## src/rtl/otg_srp_pkg.sv

```systemverilog
package otg_srp_pkg;
  typedef enum logic [2:0] {
    SQ_IDLE,
    SQ_WAIT,
    SQ_DPULSE,
    SQ_VPULSE,
    SQ_WVBUS
  } sq_state_t;

  localparam logic [1:0] LS_SE0 = 2'b00;
  localparam logic [1:0] LS_J   = 2'b01;

  localparam int FI_ESUSP = 0;
  localparam int FI_SUSP  = 1;
  localparam int FI_OK    = 2;
  localparam int FI_FAIL  = 3;
  localparam int N_FLAGS  = 4;
endpackage

```

## src/rtl/otg_ms_span.sv

```systemverilog
module otg_ms_span #(
  parameter int LIMIT = 4,
  localparam int W = $clog2(LIMIT + 1)
) (
  input  logic         clk,
  input  logic         rst_n,
  input  logic         tick,
  input  logic         run,
  output logic [W-1:0] cnt
);
  logic [W-1:0] cnt_n;

  always_comb begin
    cnt_n = cnt;
    if (!run)
      cnt_n = '0;
    else if (tick && (cnt < W'(LIMIT)))
      cnt_n = cnt + W'(1);
  end

  always_ff @(posedge clk or negedge rst_n) begin
    if (!rst_n) cnt <= '0;
    else        cnt <= cnt_n;
  end
endmodule

```

## src/rtl/otg_flag_bank.sv

```systemverilog
module otg_flag_bank #(
  parameter int N = 4
) (
  input  logic         clk,
  input  logic         rst_n,
  input  logic [N-1:0] set,
  input  logic [N-1:0] clr,
  output logic [N-1:0] flags,
  output logic         irq
);
  for (genvar i = 0; i < N; i++) begin : g_flag
    logic en;
    logic d;
    assign en = set[i] | clr[i];
    assign d  = set[i];
    always_ff @(posedge clk or negedge rst_n) begin
      if (!rst_n)  flags[i] <= 1'b0;
      else if (en) flags[i] <= d;
    end
  end

  assign irq = |flags;
endmodule

```

## src/rtl/otg_srp_fsm.sv

```systemverilog
module otg_srp_fsm
  import otg_srp_pkg::*;
#(
  parameter int DP_MS  = 7,
  parameter int CHG_MS = 15,
  parameter int TMO_MS = 5000,
  localparam int TMAX = (DP_MS > CHG_MS) ? DP_MS : CHG_MS,
  localparam int TW   = $clog2(TMAX + 1),
  localparam int OW   = $clog2(TMO_MS + 1)
) (
  input  logic clk,
  input  logic rst_n,
  input  logic tick,
  input  logic req_set,
  input  logic bsess_vld,
  input  logic vbus_vld,
  input  logic se0_ok,
  output logic busy,
  output logic dp_pulse,
  output logic chrg,
  output logic chrg_next,
  output logic done_ok,
  output logic done_fail
);
  sq_state_t st, st_n;
  logic [TW-1:0] tmr, tmr_n;
  logic [OW-1:0] tmo, tmo_n;
  logic active;

  assign active = (st == SQ_DPULSE) || (st == SQ_VPULSE) || (st == SQ_WVBUS);

  always_comb begin
    st_n      = st;
    tmr_n     = tmr;
    tmo_n     = tmo;
    done_ok   = 1'b0;
    done_fail = 1'b0;
    case (st)
      SQ_IDLE: if (req_set) st_n = SQ_WAIT;
      SQ_WAIT: begin
        if (!bsess_vld && se0_ok) begin
          st_n  = SQ_DPULSE;
          tmr_n = '0;
          tmo_n = '0;
        end
      end
      default: begin
        if (active && vbus_vld) begin
          done_ok = 1'b1;
          st_n    = SQ_IDLE;
        end else if (active && tick && (tmo == OW'(TMO_MS - 1))) begin
          done_fail = 1'b1;
          st_n      = SQ_IDLE;
        end else if (active && tick) begin
          tmo_n = tmo + OW'(1);
          if (st == SQ_DPULSE) begin
            if (tmr == TW'(DP_MS - 1)) begin
              st_n  = SQ_VPULSE;
              tmr_n = '0;
            end else tmr_n = tmr + TW'(1);
          end else if (st == SQ_VPULSE) begin
            if (tmr == TW'(CHG_MS - 1)) begin
              st_n  = SQ_WVBUS;
              tmr_n = '0;
            end else tmr_n = tmr + TW'(1);
          end
        end else if (!active) begin
          st_n = SQ_IDLE;
        end
      end
    endcase
  end

  always_ff @(posedge clk or negedge rst_n) begin
    if (!rst_n) begin
      st  <= SQ_IDLE;
      tmr <= '0;
      tmo <= '0;
    end else begin
      st  <= st_n;
      tmr <= tmr_n;
      tmo <= tmo_n;
    end
  end

  assign busy      = (st != SQ_IDLE);
  assign dp_pulse  = (st == SQ_DPULSE);
  assign chrg      = (st == SQ_VPULSE);
  assign chrg_next = (st_n == SQ_VPULSE);
endmodule

```

## src/rtl/otg_srp_seq.sv

```systemverilog
module otg_srp_seq
  import otg_srp_pkg::*;
#(
  parameter int ESUSP_MS = 3,
  parameter int SUSP_MS  = 4,
  parameter int SE0_MS   = 2,
  parameter int DP_MS    = 7,
  parameter int CHG_MS   = 15,
  parameter int TMO_MS   = 5000,
  localparam int IW = $clog2(SUSP_MS + 1),
  localparam int SW = $clog2(SE0_MS + 1)
) (
  input  logic       clk,
  input  logic       rst_n,
  input  logic       ms_tick,
  input  logic [1:0] line_state,
  input  logic       bsess_vld,
  input  logic       vbus_vld,
  input  logic       srp_req_set,
  input  logic [3:0] irq_clr,
  output logic       srp_busy,
  output logic       dp_pulse,
  output logic       chrg_vbus,
  output logic       dischrg_req,
  output logic       fast_dischrg_req,
  output logic       flag_esusp,
  output logic       flag_susp,
  output logic       flag_ok,
  output logic       flag_fail,
  output logic       irq
);
  logic [IW-1:0] idle_cnt;
  logic [SW-1:0] se0_cnt;
  logic esusp_lvl, susp_lvl, esusp_q, susp_q, vbus_q;
  logic susp_act, susp_act_n;
  logic dis_n, fast_n;
  logic resume;
  logic chrg_next, done_ok, done_fail;
  logic [N_FLAGS-1:0] fset, flags;

  otg_ms_span #(.LIMIT(SUSP_MS)) u_idle (
    .clk(clk), .rst_n(rst_n), .tick(ms_tick),
    .run(line_state == LS_J), .cnt(idle_cnt)
  );

  otg_ms_span #(.LIMIT(SE0_MS)) u_se0 (
    .clk(clk), .rst_n(rst_n), .tick(ms_tick),
    .run(line_state == LS_SE0), .cnt(se0_cnt)
  );

  otg_srp_fsm #(.DP_MS(DP_MS), .CHG_MS(CHG_MS), .TMO_MS(TMO_MS)) u_fsm (
    .clk(clk), .rst_n(rst_n), .tick(ms_tick), .req_set(srp_req_set),
    .bsess_vld(bsess_vld), .vbus_vld(vbus_vld),
    .se0_ok(se0_cnt >= SW'(SE0_MS)),
    .busy(srp_busy), .dp_pulse(dp_pulse), .chrg(chrg_vbus),
    .chrg_next(chrg_next), .done_ok(done_ok), .done_fail(done_fail)
  );

  assign esusp_lvl = (idle_cnt >= IW'(ESUSP_MS));
  assign susp_lvl  = (idle_cnt >= IW'(SUSP_MS));
  assign resume    = line_state[1] || (vbus_vld && !vbus_q);

  always_comb begin
    susp_act_n = susp_act;
    if (resume)                 susp_act_n = 1'b0;
    else if (susp_lvl && !susp_q) susp_act_n = 1'b1;
    dis_n  = susp_act_n && bsess_vld && !chrg_next;
    fast_n = !bsess_vld && !vbus_vld && !chrg_next;
  end

  always_comb begin
    fset           = '0;
    fset[FI_ESUSP] = esusp_lvl && !esusp_q;
    fset[FI_SUSP]  = susp_lvl && !susp_q;
    fset[FI_OK]    = done_ok;
    fset[FI_FAIL]  = done_fail;
  end

  always_ff @(posedge clk or negedge rst_n) begin
    if (!rst_n) begin
      esusp_q          <= 1'b0;
      susp_q           <= 1'b0;
      vbus_q           <= 1'b0;
      susp_act         <= 1'b0;
      dischrg_req      <= 1'b0;
      fast_dischrg_req <= 1'b0;
    end else begin
      esusp_q          <= esusp_lvl;
      susp_q           <= susp_lvl;
      vbus_q           <= vbus_vld;
      susp_act         <= susp_act_n;
      dischrg_req      <= dis_n;
      fast_dischrg_req <= fast_n;
    end
  end

  otg_flag_bank #(.N(N_FLAGS)) u_flags (
    .clk(clk), .rst_n(rst_n), .set(fset), .clr(irq_clr),
    .flags(flags), .irq(irq)
  );

  assign flag_esusp = flags[FI_ESUSP];
  assign flag_susp  = flags[FI_SUSP];
  assign flag_ok    = flags[FI_OK];
  assign flag_fail  = flags[FI_FAIL];
endmodule

```

## config.mk

```make
export PLATFORM = sky130hd
export DESIGN_NAME = otg_srp_seq
export DESIGN_NICKNAME = d
export VERILOG_FILES = /design/src/rtl/otg_srp_pkg.sv /design/src/rtl/otg_ms_span.sv /design/src/rtl/otg_flag_bank.sv /design/src/rtl/otg_srp_fsm.sv /design/src/rtl/otg_srp_seq.sv
export SDC_FILE = /design/constraint.sdc
export NUM_CORES = 1
export LEC_CHECK = 0
export ABC_AREA = 1
export CELL_PAD_IN_SITES_DETAIL_PLACEMENT = 0
export CELL_PAD_IN_SITES_GLOBAL_PLACEMENT = 1
export CORE_MARGIN = 2
export CORE_UTILIZATION = 39
export CTS_CLUSTER_DIAMETER = 50
export DETAILED_ROUTE_END_ITERATION = 8
export PLACE_DENSITY = 0.8
export SLEW_MARGIN = 25
export SYNTH_ARGS = -nofsm -noshare
export SYNTH_HDL_FRONTEND = slang
export SYNTH_SLANG_ARGS = --single-unit
```

## constraint.sdc

```tcl
create_clock -name clk -period 1.7 [get_ports clk]
set_input_delay 0.255 -clock clk [delete_from_list [all_inputs] [get_ports clk]]
set_output_delay 0.255 -clock clk [all_outputs]
set_load 0.01 [all_outputs]
```

## After elaboration in Yosys (flattened, before gate mapping)

Cells that the tools add are included.

| operators by class | value |
|---|---|
| equal/unequal tests | 14 |
| multiply operators | 0 |
| order comparisons | 5 |
| bitwise operators | 5 |
| muxes and demuxes | 36 |
| reduce and logical (&&, ||, !) cells | 31 |
| add/subtract/negate cells | 4 |
| div/mod/pow operators | 0 |
| shift operators | 0 |

Operator list:

| cell | count |
|---|---|
| 13-bit 2-to-1 mux | 4 |
| 3-bit 2-to-1 mux | 12 |
| 4-bit 2-to-1 mux | 8 |
| 13-bit one-hot mux with 2 select lines | 1 |
| 13-bit by 1-bit adder with 13-bit output (second input constant) | 1 |
| 13-bit equality test (second input constant) | 1 |
| 1-bit logical AND | 13 |
| 3-bit by 2-bit equality test with 1-bit output (second input constant) | 3 |
| 2-bit != test (second input constant) | 4 |
| 4-bit one-hot mux with 2 select lines | 1 |
| 1-bit 2-to-1 mux | 7 |
| 1-bit logical NOT | 6 |
| 3-bit one-hot mux with 2 select lines | 1 |
| 6-bit AND reduction | 1 |
| 3-bit nonzero test | 2 |
| 5-bit AND reduction | 1 |
| 4-bit by 1-bit adder with 4-bit output (second input constant) | 1 |
| 4-bit by 3-bit equality test with 1-bit output (second input constant) | 1 |
| 4-bit equality test (second input constant) | 1 |
| 2-bit 2-to-1 mux | 2 |
| 1-bit OR | 4 |
| 4-bit OR reduction | 1 |
| 3-bit by 1-bit adder with 3-bit output (second input constant) | 1 |
| 3-bit by 1-bit equality test with 1-bit output (second input constant) | 1 |
| 15 further kinds | 17 |

| storage, ports and cells | value |
|---|---|
| flip-flop bits (word level) | 35 |
| bits in writable memories | 0 |
| input bits | 12 |
| memories | 0 |
| bits in latches | 0 |
| ROM bits | 0 |

## Longest topological paths before layout

Gate-level depths: netlist of run 1.

| depth | value |
|---|---|
| depth in word-level cells | 11 |
| mapped depth | 12 |
| mapped depth without buffers | 11 |

## Modules after synthesis

A second synthesis of run 1 with hierarchy kept.

| unflattened totals | value |
|---|---|
| cell total of the unflattened synthesis | 312 |
| area total of the unflattened synthesis | 2173.3 um2 |

Modules (own cells, without submodules):

| module | cells an instance | times used | area each (um2) |
|---|---|---|---|
| otg_srp_fsm | 236 | 1 | 1521.5 |
| otg_srp_seq | 28 | 1 | 252.7 |
| otg_flag_bank | 23 | 1 | 171.4 |
| otg_ms_span (u_idle) | 15 | 1 | 140.1 |
| otg_ms_span (u_se0) | 10 | 1 | 87.6 |

## Worst setup path before layout of run 1

OpenSTA, ideal clock, no wires.

| timing | value |
|---|---|
| path kind | register -> register |
| start point | register u_fsm.tmo[0] |
| end point | register u_fsm.tmo[10] |
| arrival | 1479 ps |
| required time | 1626 ps |
| period minus slack after synthesis | 1553 ps |
| setup time | 74 ps |
| buffers on the path | 2 |
| path slack | 147 ps |
| cell stages (with the launch flop) | 12 |
| path through | dfrtp_1 > ha_1 > clkbuf_2 > nand3_1 > inv_2 > nand2_1 > nor2_1 > nand2_4 > nand3_4 > buf_6 > nand2_2 > o21ai_2 |

| on the way | value |
|---|---|
| longest elaborated chain between the ends | 5 |

RTL lines:

| what | line | source |
|---|---|---|
| start: declaration | otg_srp_fsm.sv:27 | `logic [OW-1:0] tmo, tmo_n;` |
| start signal: assignment | otg_srp_fsm.sv:82 | `tmo <= tmo_n;` |
| 13-bit by 1-bit adder with 13-bit output | otg_srp_fsm.sv:55 | `tmo_n = tmo + OW'(1);` |
| 13-bit 2-to-1 mux | otg_srp_fsm.sv:54 | `end else if (active && tick) begin` |
| 13-bit 2-to-1 mux | otg_srp_fsm.sv:51 | `end else if (active && tick && (tmo == OW'(TMO_MS - 1))) begin` |
| 13-bit 2-to-1 mux | otg_srp_fsm.sv:48 | `if (active && vbus_vld) begin` |
| 13-bit one-hot mux with 2 select lines | otg_srp_fsm.sv:38 | `case (st)` |

Parallel ways exist; a longest one is shown, timed or not. The select of a mux whose other input is x is not followed.
A chain may end at the register's enable or synchronous reset.

## Worst setup path in the final report of run 1

| timing | value |
|---|---|
| start point | register u_flags.flags[2] |
| end point | output irq |

| on the way | value |
|---|---|
| longest elaborated chain between the ends | 1 |

RTL lines:

| what | line | source |
|---|---|---|
| start: declaration | otg_flag_bank.sv:8 | `output logic [N-1:0] flags,` |
| start signal: indexed assignment | otg_flag_bank.sv:17 | `if (!rst_n) flags[i] <= 1'b0;` |
| start signal: indexed assignment | otg_flag_bank.sv:18 | `else if (en) flags[i] <= d;` |
| 4-bit OR reduction | otg_flag_bank.sv:22 | `assign irq = \|flags;` |
| end: declaration | otg_srp_seq.sv:30 | `output logic irq` |

No other way between the ends.

==> summary.log, run 1 <==
[pwr] Sequential Power Share 0.328
[synthesis] register area share after synthesis 0.3861
[sta] final worst path period need 1.602 ns
[finish] most used cells in the layout excluding fill and tap cells 74 x nand2_1, 46 x nor2_1, 37 x inv_1
[synthesis] cell types occupying the most area after synthesis dfrtp_1 39%, nand2_1 12%, nor2_1 8.1%
[detailed_routing] final routed wire length divided by cell count 11.91 µm
[finish] Design Area, Final 0.002769 mm²
[finish] antenna fix cells 0
[place] placer's final routability congestion estimate 0.8132
[synthesis] Syn Std Cell Area 0.002268 mm²
[critical_path] total buffers and inverters traversed by the critical path 2
[detailed_routing] violation count after the first detailed-route iteration 79
[floorplanning] io pins 22
[pwr] power share of the clock group 0.162
[sta] Total Negative Setup Slacks 0 ns
[sta] Max Clock Skew 0.01347 ns
[detailed_routing] Final ANT Viol Nets 0
[synthesis] Synthesized Nets 329
[global_route] global-route wire length before repair 8735 µm
[sta] slew of the pin with the lowest slew margin 0.4425 ns
[global_route] Global Route Usage Sum 0.1755
[pwr] total power density per cell area 1393 mW/mm²
[sta] part of the cycle the worst path needs 0.9421
[clock_network] Clock Root Buffer clkbuf_8
[clock_network] post-CTS clock slew at the launch and capture registers of the worst setup and hold paths 0.08 ns
[finish] layout overhead on the synthesized area 22.06%
[synthesis] library cell with the largest summed area after synthesis dfrtp_1
[pwr] Design Power 3.858 mW
[finish] most common cell after layout, fill and taps aside nand2_1
[finish] share of final-layout standard cells stronger than drive strength 1 0.1829
[critical_path] kind of cell with the highest combined delay on the critical path buffers and inverters
[global_route] number of antenna violations at the first check in global routing 0
[sta] Pins Over Slew Limit 0
[sta] final hold violation count 0
[clock_network] maximum level of the CTS H-tree 2
[synthesis] synthesized area divided by synthesized cell count 7.318 µm²
[pwr] Net Sw Power 1.719 mW
[pwr] combinational group share of total power 0.510
[detailed_routing] first drt pass iteration count 4
[detailed_routing] via density per instance 4.818
[critical_path] crit path cell chain inv_1, nand4_1, clkdlybuf4s50_1
[floorplanning] area of the core region 0.005574 mm²
[critical_path] Worst Path Class, Setup reg -> out
[pwr] switching power share of the total 0.4455
[clock_network] number of buffers created by CTS 5
[sta] setup violation total in the final timing report 0
[floorplanning] die area 0.006442 mm²
[synthesis] count of different cell masters after synthesis 32
[floorplanning] floorplan row count 27
[clock_network] clock latency of the later-clocked register in the worst-skew pair 0.30 ns
[floorplanning] x dimension of the die 80.27 µm
[synthesis] number of cells produced by synthesis 310
[sta] relative max-transition margin 0.7050
[pwr] Peak supply drop 551.5 µV
[critical_path] Setup crit start kind flop
[pwr] Internal 2.139 mW
[critical_path] CP Data Required Time 1.44 ns
[finish] Fill cells 584
[finish] number of nets in the finished design 368
[place] Post-DP HPWL 3841 µm
[global_route] vias in the first global route 1,928
[detailed_routing] via count 2,033
[floorplanning] Initial Utilization 0.4070
[detailed_routing] total detailed-routing wirelength 5027 µm
[critical_path] data arrival at the endpoint of the critical path 1.35 ns
[run_status] result of the run finished clean
[global_route] Overflow after GRT 0
[pwr] leakage power 1.315 nW
[synthesis] area share of the largest cell type after synthesis 0.3861
[synthesis] register bit total from synthesis 35
[clock_network] maximum number of buffers from clock root to sink 2
[critical_path] peak per-stage delay on the critical path 0.48 ns
[floorplanning] Die Ht 80.27 µm
[critical_path] worst-path maximum fanout 2
[sta] fmax 624.4 MHz
[detailed_routing] drc violations 0
[hold_path] class of the tightest hold or removal check in -> async
[global_route] largest net degree at the start of global routing 27
[clock_network] TritonCTS clock tree built
[sta] unrepaired setup endpoints after global routing false
[clock_network] CTS sink count 35
[synthesis] count of yosys warnings during synthesis 0
[place] Port Buffers 21
[critical_path] slowest cell on the critical path clkdlybuf4s50_1
[critical_path] Critical Path End Type output port
[job] Maximum Capacitance Violations 0
[place] dpl cell area 0.002661 mm²
-- stage by stage --
| stage | cells | utilization | worst slack [ns] | hold WS, ns |
|---|---|---|---|---|
| detailed placement | 412 | 0.4774 | 0.09667 | 0.2271 |
| global placement | 412 | 0.4774 | 0.1133 | 0.2257 |
| finish | 422 | 0.4967 | 0.09835 | 0.4279 |
| CTS | 422 | 0.4952 | 0.01943 | 0.4407 |
| global route | 422 | 0.4967 | 0.001749 | 0.4509 |
| floorplan | 310 | - | 0.1469 | -0.04059 |
-- cell usage after synthesis (all sizes together) --
master / n
a211oi: 1
a21oi: 8
buf: 3
clkbuf: 3
clkinv: 1
dfrtp: 35
ha: 7
inv: 42
nand2: 87
nand3: 26
nand3b: 2
nand4: 7
nor2: 50
nor3: 2
nor3b: 2
o211ai: 1
o21ai: 24
o21bai: 2
o221a: 1
o22ai: 2
or2: 2
xnor2: 1
xor2: 1
-- cell families after synthesis --
family,after synthesis,share of synthesized area
AOI/OAI and AO/OA,39,0.1158
adders and majority gates,7,0.03861
and+or+nand+nor,178,0.3618
DFF,35,0.3861
xor gates and xnor gates,2,0.007723
buffers and inverters,49,0.08990
-- per-layer routing --
layer	track usage	up-vias	routed length, µm
met5	0	-	0
met4	0.06441	0	68
met3	0.03371	6	116
met2	0.2667	22	2316
met1	0.2470	944	2526
li1	-	1061	-
-- path summary, 6_finish.rpt --
| kind | from | to | slack [ns] | cells after the start |
|---|---|---|---|---|
| setup / recovery | u_flags.flags[2] | irq | 0.1 | 3 |
| hold / removal | rst_n | u_fsm.tmo[6] | 0.43 | 2 |
| setup reg to reg | u_fsm.tmo[1] | u_fsm.tmo[7] | 0.12 | 10 |
| hold reg to reg | esusp_q | u_flags.flags[0] | 0.44 | 1 |
| max in group asynchronous | rst_n | u_fsm.tmr[1] | 0.81 | 3 |
| min in group clk | esusp_q | u_flags.flags[0] | 0.44 | 1 |
-- power by group through the flow --
stage | Combinational (mW) | Clock (mW) | Sequential (mW)
after floorplan | 1.38 | 0 | 1.26
after global placement | 1.97 | 0 | 1.26
after detailed placement | 2.00 | 0 | 1.27
after CTS | 1.98 | 0.632 | 1.26
after global routing | 2.26 | 0.660 | 1.30
final | 1.97 | 0.624 | 1.26
-- flip-flops by register name, indices dropped and copies added (netlist names) --
signal / count
dischrg_req: 1
esusp_q: 1
fast_dischrg_req: 1
susp_act: 1
susp_q: 1
u_flags.flags: 4
u_fsm.st: 3
u_fsm.tmo: 13
u_fsm.tmr: 4
u_idle.cnt: 3
u_se0.cnt: 2
vbus_q: 1
-- layout make-up --
| cell class | instances | area (µm²) | share of cell area |
|---|---|---|---|
| Clock buffer | 6 | 72.57 | 0.02621 |
| Clock inverter | 2 | 12.51 | 0.004519 |
| Inverter | 43 | 163.9 | 0.05920 |
| Multi-Input combinational cell | 226 | 1196 | 0.4320 |
| Sequential cell | 35 | 875.8 | 0.3163 |
| Tap cell | 72 | 90.09 | 0.03253 |
| Timing Repair Buffer | 38 | 357.8 | 0.1292 |
-- timing repair --
action / in CTS / in global routing
pin swaps: 0 / 1
resized for setup: 3 / 4
hold buffers: 1 / 0
hold endpoints to repair: 16 / 0
endpoints found under the setup margin: 3 / 6
buffers inserted: 1 / 0
Power figures use the tool's default switching activity.
==> inputs of run 2 (changes only) <==
- CORE_UTILIZATION: 39 -> 42
- PLACE_DENSITY: 0.8 -> 0.85
==> run 2 against run 1 <==
  * Non-clock buffer count is 2 higher
  * First-iteration DRC count is 16% lower
  * Critical endpoint is now dp_pulse
  * Sequential cell count stayed put
  * Combinational power is 9% higher
  * Largest cell class unchanged
  * Sequential share of layout area is 0.59 points lower
  * Worst hold slack better by 0.0067 ns
==> summary.log, run 2 (synthesis results as in run 1) <==
[place] dpl cell area 0.002644 mm²
[run_status] result of the run finished clean
[place] placer's final routability congestion estimate 0.8234
[detailed_routing] drc violations 0
[floorplanning] io pins 22
[sta] Max Clock Skew 0.01224 ns
[sta] slew of the pin with the lowest slew margin 0.4671 ns
[detailed_routing] total detailed-routing wirelength 4980 µm
[sta] worst hold slack 0.4345 ns
[clock_network] TritonCTS clock tree built
[critical_path] Setup crit start kind flop
[place] Post-DP HPWL 3664 µm
[critical_path] kind of cell with the highest combined delay on the critical path buffers and inverters
[global_route] largest net degree at the start of global routing 27
[finish] Design Area, Final 0.002821 mm²
[job] Maximum Capacitance Violations 0
[detailed_routing] violation count after the first detailed-route iteration 66
[floorplanning] area of the core region 0.005172 mm²
[pwr] Design Power 4.009 mW
[detailed_routing] via count 2,037
[detailed_routing] first drt pass iteration count 4
[critical_path] CP Data Required Time 1.44 ns
[detailed_routing] final routed wire length divided by cell count 11.80 µm
[place] Setup WS pre-CTS 0.09234 ns
[critical_path] Critical Path End Type output port
[place] Port Buffers 21
[floorplanning] x dimension of the die 77.49 µm
[clock_network] number of buffers created by CTS 5
[clock_network] CTS sink count 35
[detailed_routing] via density per instance 4.827
[global_route] Global Route Usage Sum 0.1806
[pwr] total power density per cell area 1421 mW/mm²
[sta] Pins Over Slew Limit 0
[pwr] leakage power 1.335 nW
[global_route] vias in the first global route 1,952
[critical_path] crit path cell chain buf_4, nand2_4, inv_1, nand2_2, inv_1, dlygate4sd2_1
[sta] final hold violation count 0
[critical_path] data arrival at the endpoint of the critical path 1.36 ns
[critical_path] peak per-stage delay on the critical path 0.39 ns
[floorplanning] Initial Utilization 0.4386
[floorplanning] floorplan row count 26
[global_route] global-route wire length before repair 8790 µm
[finish] number of nets in the finished design 370
[global_route] Overflow after GRT 0
[critical_path] worst-path maximum fanout 6
[sta] worst setup slack after layout 0.08536 ns
[critical_path] Worst Path Class, Setup reg -> out
[sta] final worst path period need 1.615 ns
[pwr] Peak supply drop 725.4 µV
[sta] setup violation total in the final timing report 0
[finish] layout overhead on the synthesized area 24.38%
[finish] most common cell after layout, fill and taps aside nand2_1
[global_route] number of antenna violations at the first check in global routing 0
[clock_network] clock latency of the later-clocked register in the worst-skew pair 0.29 ns
[finish] registers with the most flip-flops u_fsm.tmo x13, u_flags.flags x4, u_fsm.tmr x4
[critical_path] Worst path most repeated cell inv_1
[detailed_routing] Final ANT Viol Nets 0
[hold_path] class of the tightest hold or removal check reg -> reg
[clock_network] maximum number of buffers from clock root to sink 2
[clock_network] Clock Root Buffer clkbuf_8
[finish] most used cells in the layout excluding fill and tap cells 73 x nand2_1, 42 x nor2_1, 37 x inv_1
[finish] register containing the most flip-flops in the final layout u_fsm.tmo
[critical_path] total buffers and inverters traversed by the critical path 4
[critical_path] slowest cell on the critical path dfrtp_1
[clock_network] maximum level of the CTS H-tree 2
[finish] share of final-layout standard cells stronger than drive strength 1 0.2045
[finish] antenna fix cells 0
[clock_network] post-CTS clock slew at the launch and capture registers of the worst setup and hold paths 0.08 ns
[sta] relative max-transition margin 0.6886
[floorplanning] Die Ht 77.49 µm
[sta] part of the cycle the worst path needs 0.9498
[finish] Largest register FFs 13
[sta] fmax 619.3 MHz
[critical_path] register-to-register path setup slack 0.12 ns
[floorplanning] die area 0.006005 mm²
==> run 2: worst reg2reg max path, stage by stage, from the launching register on <==
cell,delay (ns)
dfrtp_1,0.39
buf_4,0.15
nor2_4,0.10
nand2_1,0.10
nand2_4,0.10
nand2_4,0.10
inv_4,0.09
nand2_4,0.07
nand3_4,0.10
clkbuf_16,0.20
o21ai_2,0.06
==> run 2: where the power goes <==
part | internal (mW) | total [mW] | switching (mW)
Sequential | 1.03 | 1.26 | 0.227
Clock | 0.287 | 0.607 | 0.320
Combinational | 0.924 | 2.14 | 1.22
==> run 2: metal layers <==
metal	wire length, µm	vias up	global-route usage
met3	139	6	0.03721
met5	0	-	0
li1	-	1071	-
met4	56	0	0.04821
met2	2359	24	0.2930
met1	2425	936	0.2459
==> run 2: final timing paths <==
path	start	end	cells after the start
worst max-delay path	u_fsm.st[1]	dp_pulse	6
worst min-delay path	esusp_q	u_flags.flags[0]	1
worst max register to register	u_fsm.st[1]	u_fsm.tmo[6]	10
worst min register to register	esusp_q	u_flags.flags[0]	1
max in group asynchronous	rst_n	u_flags.flags[1]	3
min in group asynchronous	rst_n	u_idle.cnt[0]	2
==> run 2: what timing repair did <==
action	4_1_cts	5_1_grt
pin swaps	0	1
gates resized for setup	4	12
setup endpoints to repair	3	21
setup buffers	2	2
cloned	0	1
hold buffers	1	0
hold endpoints to repair	17	0
==> run 2: area by class of cell <==
class                           instances  area, µm²
Fill cell                             507       2351
Clock inverter                          2      12.51
Multi-Input combinational cell        226       1224
Sequential cell                        35      875.8
Tap cell                               70      87.58
Inverter                               43      163.9
Timing Repair Buffer                   40      385.4
Clock buffer                            6      72.57
==> run 2: through the flow <==
stage	setup TNS (ns)	utilization	std cells
2_1_floorplan	0	-	310
3_5_place_dp	0	0.5111	408
6_report	0	0.5455	422
4_1_cts	-0.05864	0.5322	419
3_3_place_gp	0	0.5111	408
5_1_grt	-0.001971	0.5455	422
